--- config.mk ---
export PLATFORM = sky130hd
export DESIGN_NAME = branch_steer
export DESIGN_NICKNAME = d
export VERILOG_FILES = /design/src/rtl/branch_steer.sv
export SDC_FILE = /design/constraint.sdc
export NUM_CORES = 1
export LEC_CHECK = 0
export ABC_AREA = 0
export BUFFER_PORTS_ARGS = -buffer_cell sky130_fd_sc_hd__buf_2
export CAP_MARGIN = 15
export CORE_MARGIN = 2
export CORE_UTILIZATION = 50
export DETAILED_ROUTE_END_ITERATION = 8
export PLACE_DENSITY = 0.83
export SETUP_SLACK_MARGIN = 0.5
export SLEW_MARGIN = 0
export SYNTH_ARGS = -nofsm -noshare
export SYNTH_HDL_FRONTEND = slang
export SYNTH_SLANG_ARGS = --single-unit
export TNS_END_PERCENT = 1
--- constraint.sdc ---
create_clock -name clk -period 3.4 [get_ports clk]
set_input_delay 0.17 -clock clk [delete_from_list [all_inputs] [get_ports clk]]
set_output_delay 0.17 -clock clk [all_outputs]
set_load 0.05 [all_outputs]
--- src/rtl/branch_steer.sv ---
module branch_steer #(
  parameter int AW  = 32,
  parameter int CRN = 32
) (
  input  logic                   clk,
  input  logic                   rst_n,
  input  logic                   br_valid,
  input  logic [AW-1:0]          br_pc,
  input  logic [AW-1:0]          br_disp,
  input  logic [1:0]             br_tsel,
  input  logic                   br_cond,
  input  logic [$clog2(CRN)-1:0] br_crbit,
  input  logic                   br_sense,
  input  logic                   br_usectr,
  input  logic                   br_ctrzero,
  input  logic                   br_link,
  input  logic                   br_hint,
  input  logic                   cr_mark,
  input  logic [$clog2(CRN)-1:0] cr_mark_idx,
  input  logic                   cr_wr,
  input  logic [$clog2(CRN)-1:0] cr_wr_idx,
  input  logic                   cr_wr_val,
  input  logic                   reg_wr,
  input  logic                   reg_wr_sel,
  input  logic [AW-1:0]          reg_wr_data,
  input  logic                   reg_rd_sel,
  output logic [AW-1:0]          reg_rd_data,
  output logic [AW-1:0]          next_pc,
  output logic                   hold,
  output logic                   redirect,
  output logic [AW-1:0]          redirect_pc
);
  localparam int CIW = $clog2(CRN);

  logic [AW-1:0]  lr_q, ctr_q;
  logic [CRN-1:0] cr_q, crp_q;
  logic           pend_q, p_hint, p_sense, p_usectr, p_ctrzero, p_link;
  logic [AW-1:0]  p_tgt, p_fall;
  logic [CIW-1:0] p_idx;

  logic [AW-1:0]  ctr_dec, tgt_raw, tgt, fall;
  logic           accept, defer, now_taken, resolve_now, resolving, p_taken;
  logic           c_en, c_dec, c_link;
  logic [AW-1:0]  c_fall;
  logic [CRN-1:0] wr_mask, mark_mask;

  assign ctr_dec = ctr_q - AW'(1);
  assign accept  = br_valid && !pend_q;
  assign fall    = br_pc + AW'(4);

  always_comb begin
    case (br_tsel)
      2'd1:    tgt_raw = lr_q;
      2'd2:    tgt_raw = ctr_q;
      default: tgt_raw = br_pc + br_disp;
    endcase
  end
  assign tgt = {tgt_raw[AW-1:2], 2'b00};

  assign defer       = accept && br_cond && crp_q[br_crbit];
  assign resolve_now = accept && !defer;
  assign now_taken   = (!br_cond || (cr_q[br_crbit] == br_sense)) &&
                       (!br_usectr || ((ctr_dec == '0) == br_ctrzero));

  always_comb begin
    if (!accept)    next_pc = fall;
    else if (defer) next_pc = br_hint ? tgt : fall;
    else            next_pc = now_taken ? tgt : fall;
  end

  assign resolving   = pend_q && !crp_q[p_idx];
  assign p_taken     = (cr_q[p_idx] == p_sense) &&
                       (!p_usectr || ((ctr_dec == '0) == p_ctrzero));
  assign redirect    = resolving && (p_taken != p_hint);
  assign redirect_pc = p_taken ? p_tgt : p_fall;
  assign hold        = pend_q;
  assign reg_rd_data = reg_rd_sel ? ctr_q : lr_q;

  assign c_en   = resolve_now || resolving;
  assign c_dec  = c_en && (resolve_now ? br_usectr : p_usectr);
  assign c_link = c_en && (resolve_now ? br_link : p_link);
  assign c_fall = resolve_now ? fall : p_fall;

  assign wr_mask   = cr_wr   ? ({{(CRN-1){1'b0}}, 1'b1} << cr_wr_idx)   : '0;
  assign mark_mask = cr_mark ? ({{(CRN-1){1'b0}}, 1'b1} << cr_mark_idx) : '0;

  always_ff @(posedge clk) begin
    if (!rst_n) begin
      lr_q  <= '0;
      ctr_q <= '0;
      cr_q  <= '0;
      crp_q <= '0;
    end else begin
      if (c_link)                   lr_q <= c_fall;
      else if (reg_wr && !reg_wr_sel) lr_q <= reg_wr_data;
      if (c_dec)                    ctr_q <= ctr_dec;
      else if (reg_wr && reg_wr_sel)  ctr_q <= reg_wr_data;
      if (cr_wr) cr_q[cr_wr_idx] <= cr_wr_val;
      crp_q <= (crp_q & ~wr_mask) | mark_mask;
    end
  end

  always_ff @(posedge clk) begin
    if (!rst_n) begin
      pend_q    <= 1'b0;
      p_tgt     <= '0;
      p_fall    <= '0;
      p_idx     <= '0;
      p_hint    <= 1'b0;
      p_sense   <= 1'b0;
      p_usectr  <= 1'b0;
      p_ctrzero <= 1'b0;
      p_link    <= 1'b0;
    end else if (resolving) begin
      pend_q <= 1'b0;
    end else if (defer) begin
      pend_q    <= 1'b1;
      p_tgt     <= tgt;
      p_fall    <= fall;
      p_idx     <= br_crbit;
      p_hint    <= br_hint;
      p_sense   <= br_sense;
      p_usectr  <= br_usectr;
      p_ctrzero <= br_ctrzero;
      p_link    <= br_link;
    end
  end
endmodule


Word-level counts from Yosys, hierarchy flattened:

Cells that the tools add are included.

* reductions and logical operators: 29
* order comparisons: 4
* add/subtract/negate cells: 3
* equality and inequality tests: 7
* muxes and demuxes: 27
* bitwise logic cells: 5
* shift-type cells: 2

Operator list (number)
* 2-to-1 mux 32 bit: 13
* case mux 32 bit (2 select lines): 1
* << shifter 1 x 5 -> 32 bit, first input constant: 2
* adder 32 x 3 -> 32 bit, second input constant: 1
* adder 32 bit: 1
* bitwise AND 32 bit: 1
* bitwise mux 32 bit: 1
* logical NOT 32 bit: 1
* inverter 32 bit: 1
* bitwise OR 32 bit: 1
* subtractor 32 x 1 -> 32 bit, second input constant: 1
* binary-select mux 1 bit (select 5 bit): 4
* less-than comparator 5 x 6 -> 1 bit, second input constant: 3
* logical AND 1 bit: 13
* logical NOT 1 bit: 7
* 2-to-1 mux 1 bit: 7
* demux 1 bit (select 5 bit): 1
* greater-or-equal comparator 5 x 1 -> 1 bit, second input constant: 1
* equality test 1 bit: 4
* logical OR 1 bit: 4
* nonzero test 2 bit: 2
* equality test 2 x 1 -> 1 bit, second input constant: 1
* equality test 2 bit, second input constant: 1
* inverter 1 bit: 2
* other kinds (3): 3

* logic and storage cells: 90
* register bits: 201
* input bits: 128
* output and inout bits: 98

Longest topological paths before layout:

* word-level depth: 9
* depth in mapped cells: 15
* mapped depth without buffers: 11

Worst setup path after synthesis:

OpenSTA, ideal clock, no wires.

* path type: reg2out
* start point: register ctr_q[7]
* end point: output port next_pc[10]
* data required time: 3230 ps
* cell stages (with the launch flop): 14
* buffers on the path: 4
* arrival: 3944 ps
* slack: -714 ps
* path through: dfxtp_1 > or4_1 > buf_2 > or3_4 > or4_1 > buf_2 > xor2_1 > o2111ai_2 > xnor2_1 > a221oi_2 > a21o_1 > buf_6 > buf_6 > mux2i_1

* word-level cells in the longest chain between the ends: 8

RTL lines
* start: declaration: RTL line 35 `logic [AW-1:0] lr_q, ctr_q;`
* start signal: assignment: RTL line 96 `if (c_dec) ctr_q <= ctr_dec;`
* start signal: assignment: RTL line 97 `else if (reg_wr && reg_wr_sel) ctr_q <= reg_wr_data;`
* subtractor 32 x 1 -> 32 bit: RTL line 47 `assign ctr_dec = ctr_q - AW'(1);`
* logical NOT 32 bit: RTL line 63 `(!br_usectr || ((ctr_dec == '0) == br_ctrzero));`
* equality test 1 bit: RTL line 63
* logical OR 1 bit: RTL line 63
* logical AND 1 bit: RTL line 62 `assign now_taken = (!br_cond || (cr_q[br_crbit] == br_sense)) &&`
* 2-to-1 mux 32 bit: RTL line 68 `else next_pc = now_taken ? tgt : fall;`
* 2-to-1 mux 32 bit: RTL line 67 `else if (defer) next_pc = br_hint ? tgt : fall;`
* 2-to-1 mux 32 bit: RTL line 66 `if (!accept) next_pc = fall;`
* end: declaration: RTL line 28 `output logic [AW-1:0] next_pc,`

No other way between the ends.

Final worst setup path:

* start point: register ctr_q[0]
* end point: output port next_pc[18]

The elaborated chain is that of the path after synthesis.

==> impl_metrics.yaml <==
outcome:
  status: "finished, violations left"
  violations: "hold timing, setup timing"
pwr:
  ir_drop_v: 0.000397
  total_power_mw: 7.25
  cellPowerDensity_nw_per_um2: 400
  p_leak_nw: 6.98
drt:
  drc_errors: 0
  routed_wl_mm: 51.9
  drt_iter0_markers: 1648
  firstDrtPassIters: 7
  ant_nets: 0
  viasPerCell: 6.56
  avgRoutedWirePerCell_um: 23.2
  dr_total_vias: 14700
clocking:
  cts.path.max_buffers: 3
  cts_tree: "yes"
  path_clk_slew_ns: 0.06
  htreeDepth: 1
  cts.sink_count: 201
  root_buffer: "clkbuf_16"
  clk_latency_ns: 0.51
  numCtsBuffers: 22
floorplan:
  core_um2: 26200
  die_x_um: 168
  die_y_um: 168
  rows: 59
  die-area_um2: 28100
  ios: 226
  start_util_pct: 51.1
finish:
  area_growth_syn_to_layout_pct: 35.3
  fin_cells: 2240
  stdcell_area_um2: 18100
  drive_gt1_share_pct: 35.0
  post-route-util_pct: 69.1
  nets: 2055
  antenna_cells: 0
critical_path:
  crit_path_frequent_cell: "buf_4"
  critical_path_class: "reg2out"
  critPathTopFamily: "buffers and inverters"
  r2r_cells: 12
  critPathSlowestCell: "or4_1"
  cpPeakStageDelay_ns: 0.57
  endpoint_kind: "output port"
  crit_arrival_ns: 4.22
  crit_fanout: 8
  required_ns: 3.23
  critPathBufInv: 6
  cp_num_cells: 15
  crit_chain: "buf_4, buf_4, or4_1, nor2_2, buf_4, nand4_1, xor2_2, o2111ai_4, xnor2_2, a221oi_2, a21o_4, buf_12, buf_16, mux2_4, buf_8"
  start_kind: "flop"
grt:
  use_met1_pct: 40.9
  grt.busiest_layer: "met2"
  met2_usage_pct: 59.4
  grt_max_degree: 102
  grt_pass1_wl_mm: 77.2
  overflow: 0
  use_met3_pct: 4.56
  grtUsageTotal_pct: 34.5
  antenna_found_initial: 0
  grt_pass1_vias: 14000
place:
  dp_cells: 2162
  placed_area_um2: 15700
  port_buffers: 225
  routabilityCongestion: 0.963
  dpl_worst_slack_ns: -0.503
  hpwl_mm: 36.2
timing:
  period_share_pct: 129
  tns_ns: -52.71
  slew_headroom_pct: 34.5
  min_period_ns: 4.39
  tightest_slew_ns: 0.979
  slew_viol_final: 0
  hold_violations: 1
  setup-violations-final: 65
  max_freq_mhz: 228
  rsz0062_at_grt: "yes"
  hold_ws_ns: -0.00618
  finalWorstSetupSlack_ns: -0.995
  skew_ns: 0.0117
synth:
  synth_area_leaders: "dfxtp_1, mux2_2, mux4_2"
  synth_seq_cells: 201
  synth_edf_count: 0
  syn-num-nets: 1779
  ys_seq_area_share_pct: 30.1
  netlist.area_leader.share_pct: 30.1
  synth_area_um2: 13400
  ys_warn_count: 0
  synthArstFlopShare_pct: 0
  yosys.area.top_type: "dfxtp_1"
  synth.avg_cell_area_um2: 8.28
  ys.flop_type: "dfxtp_1"
  synthCells: 1616
  synth.distinct_cells: 73
  yosysMostFrequentCell: "dfxtp_1"
  synthTopCellsByCount: "dfxtp_1, nand2_1, nor2_1"
flow_run:
  drv_cap: 0
hold_path:
  hold_depth: 3
  holdCritPathClass: "in2reg"
==> tightest hold or removal path, delay by kind of cell <==
kind	cells	cell delay (ns)
compound gates	2	0.18
buf+inv	1	0.12
==> cell usage in the layout, fill, tap and decap left out, types with 37 or more instances in the layout <==
cell type	n
buf_4	101
o21ai_0	52
mux2i_1	38
mux2_2	72
buf_2	187
dfxtp_1	196
a211oi_1	47
mux4_2	37
a22oi_1	37
buf_6	41
nand3_1	53
nand2_1	184
nor2_1	175
a21oi_1	109
==> power breakdown <==
group	total, mW	switching [mW]	internal (mW)
logic	2.43	1.48	0.957
registers	2.49	0.0601	2.43
clock network	2.33	1.01	1.32
==> worst paths after layout <==
check / from / end / slack (ns)
max reg2reg: p_idx[0] / ctr_q[18] / 0.26
max: ctr_q[0] / next_pc[18] / -0.99
min reg2reg: p_tgt[3] / p_tgt[3] / 0.46
min: reg_wr_data[13] / ctr_q[13] / -0.006
==> layer usage <==
layer	part of all wire (%)	wire, um	vias up
li1	-	-	6507
met1	36	18600	6970
met2	48	24800	976
met3	8.6	4450	252
met4	7.6	3960	0
met5	0	0	-
==> timing repair <==
action,CTS,global route
hold buffers,28,0
setup buffers,7,4
setup endpoints to repair,116,173
cloned,2,0
pin swaps,33,113
hold endpoints to repair,28,0
gates resized for setup,138,154
==> cell families (layout without fill, tap and decap cells) <==
| family | Yosys count | in the layout | share of synthesized area [%] |
|---|---|---|---|
| flip-flops | 201 | 201 | 30.1 |
| adder cells (fa/ha/maj) | 35 | 35 | 3.27 |
| AO/OA/AOI/OAI | 428 | 428 | 21.4 |
| XOR/XNOR | 62 | 62 | 4.06 |
| AND/OR/NAND/NOR | 560 | 560 | 18.8 |
| multiplexers | 179 | 179 | 17.7 |
| buffers and inverters | 151 | 440 | 4.73 |
==> registers in the layout, indices dropped and copies added, names as in the netlist <==
register	flops
cr_q	32
crp_q	32
ctr_q	32
hold	1
lr_q	32
p_ctrzero	1
p_fall	32
p_hint	1
p_idx	5
p_link	1
p_sense	1
p_tgt	30
p_usectr	1
==> area by class of cell <==
type,instances,area (um2)
multi-input combinational,1264,10000
sequential,201,4030
timing repair buffer,379,2870
clock buffer,31,646
clock inverter,6,36.3
tap,335,419
inverter,24,92.6
fill,1874,8100
Note: power is estimated with default switching activity, not from simulation.
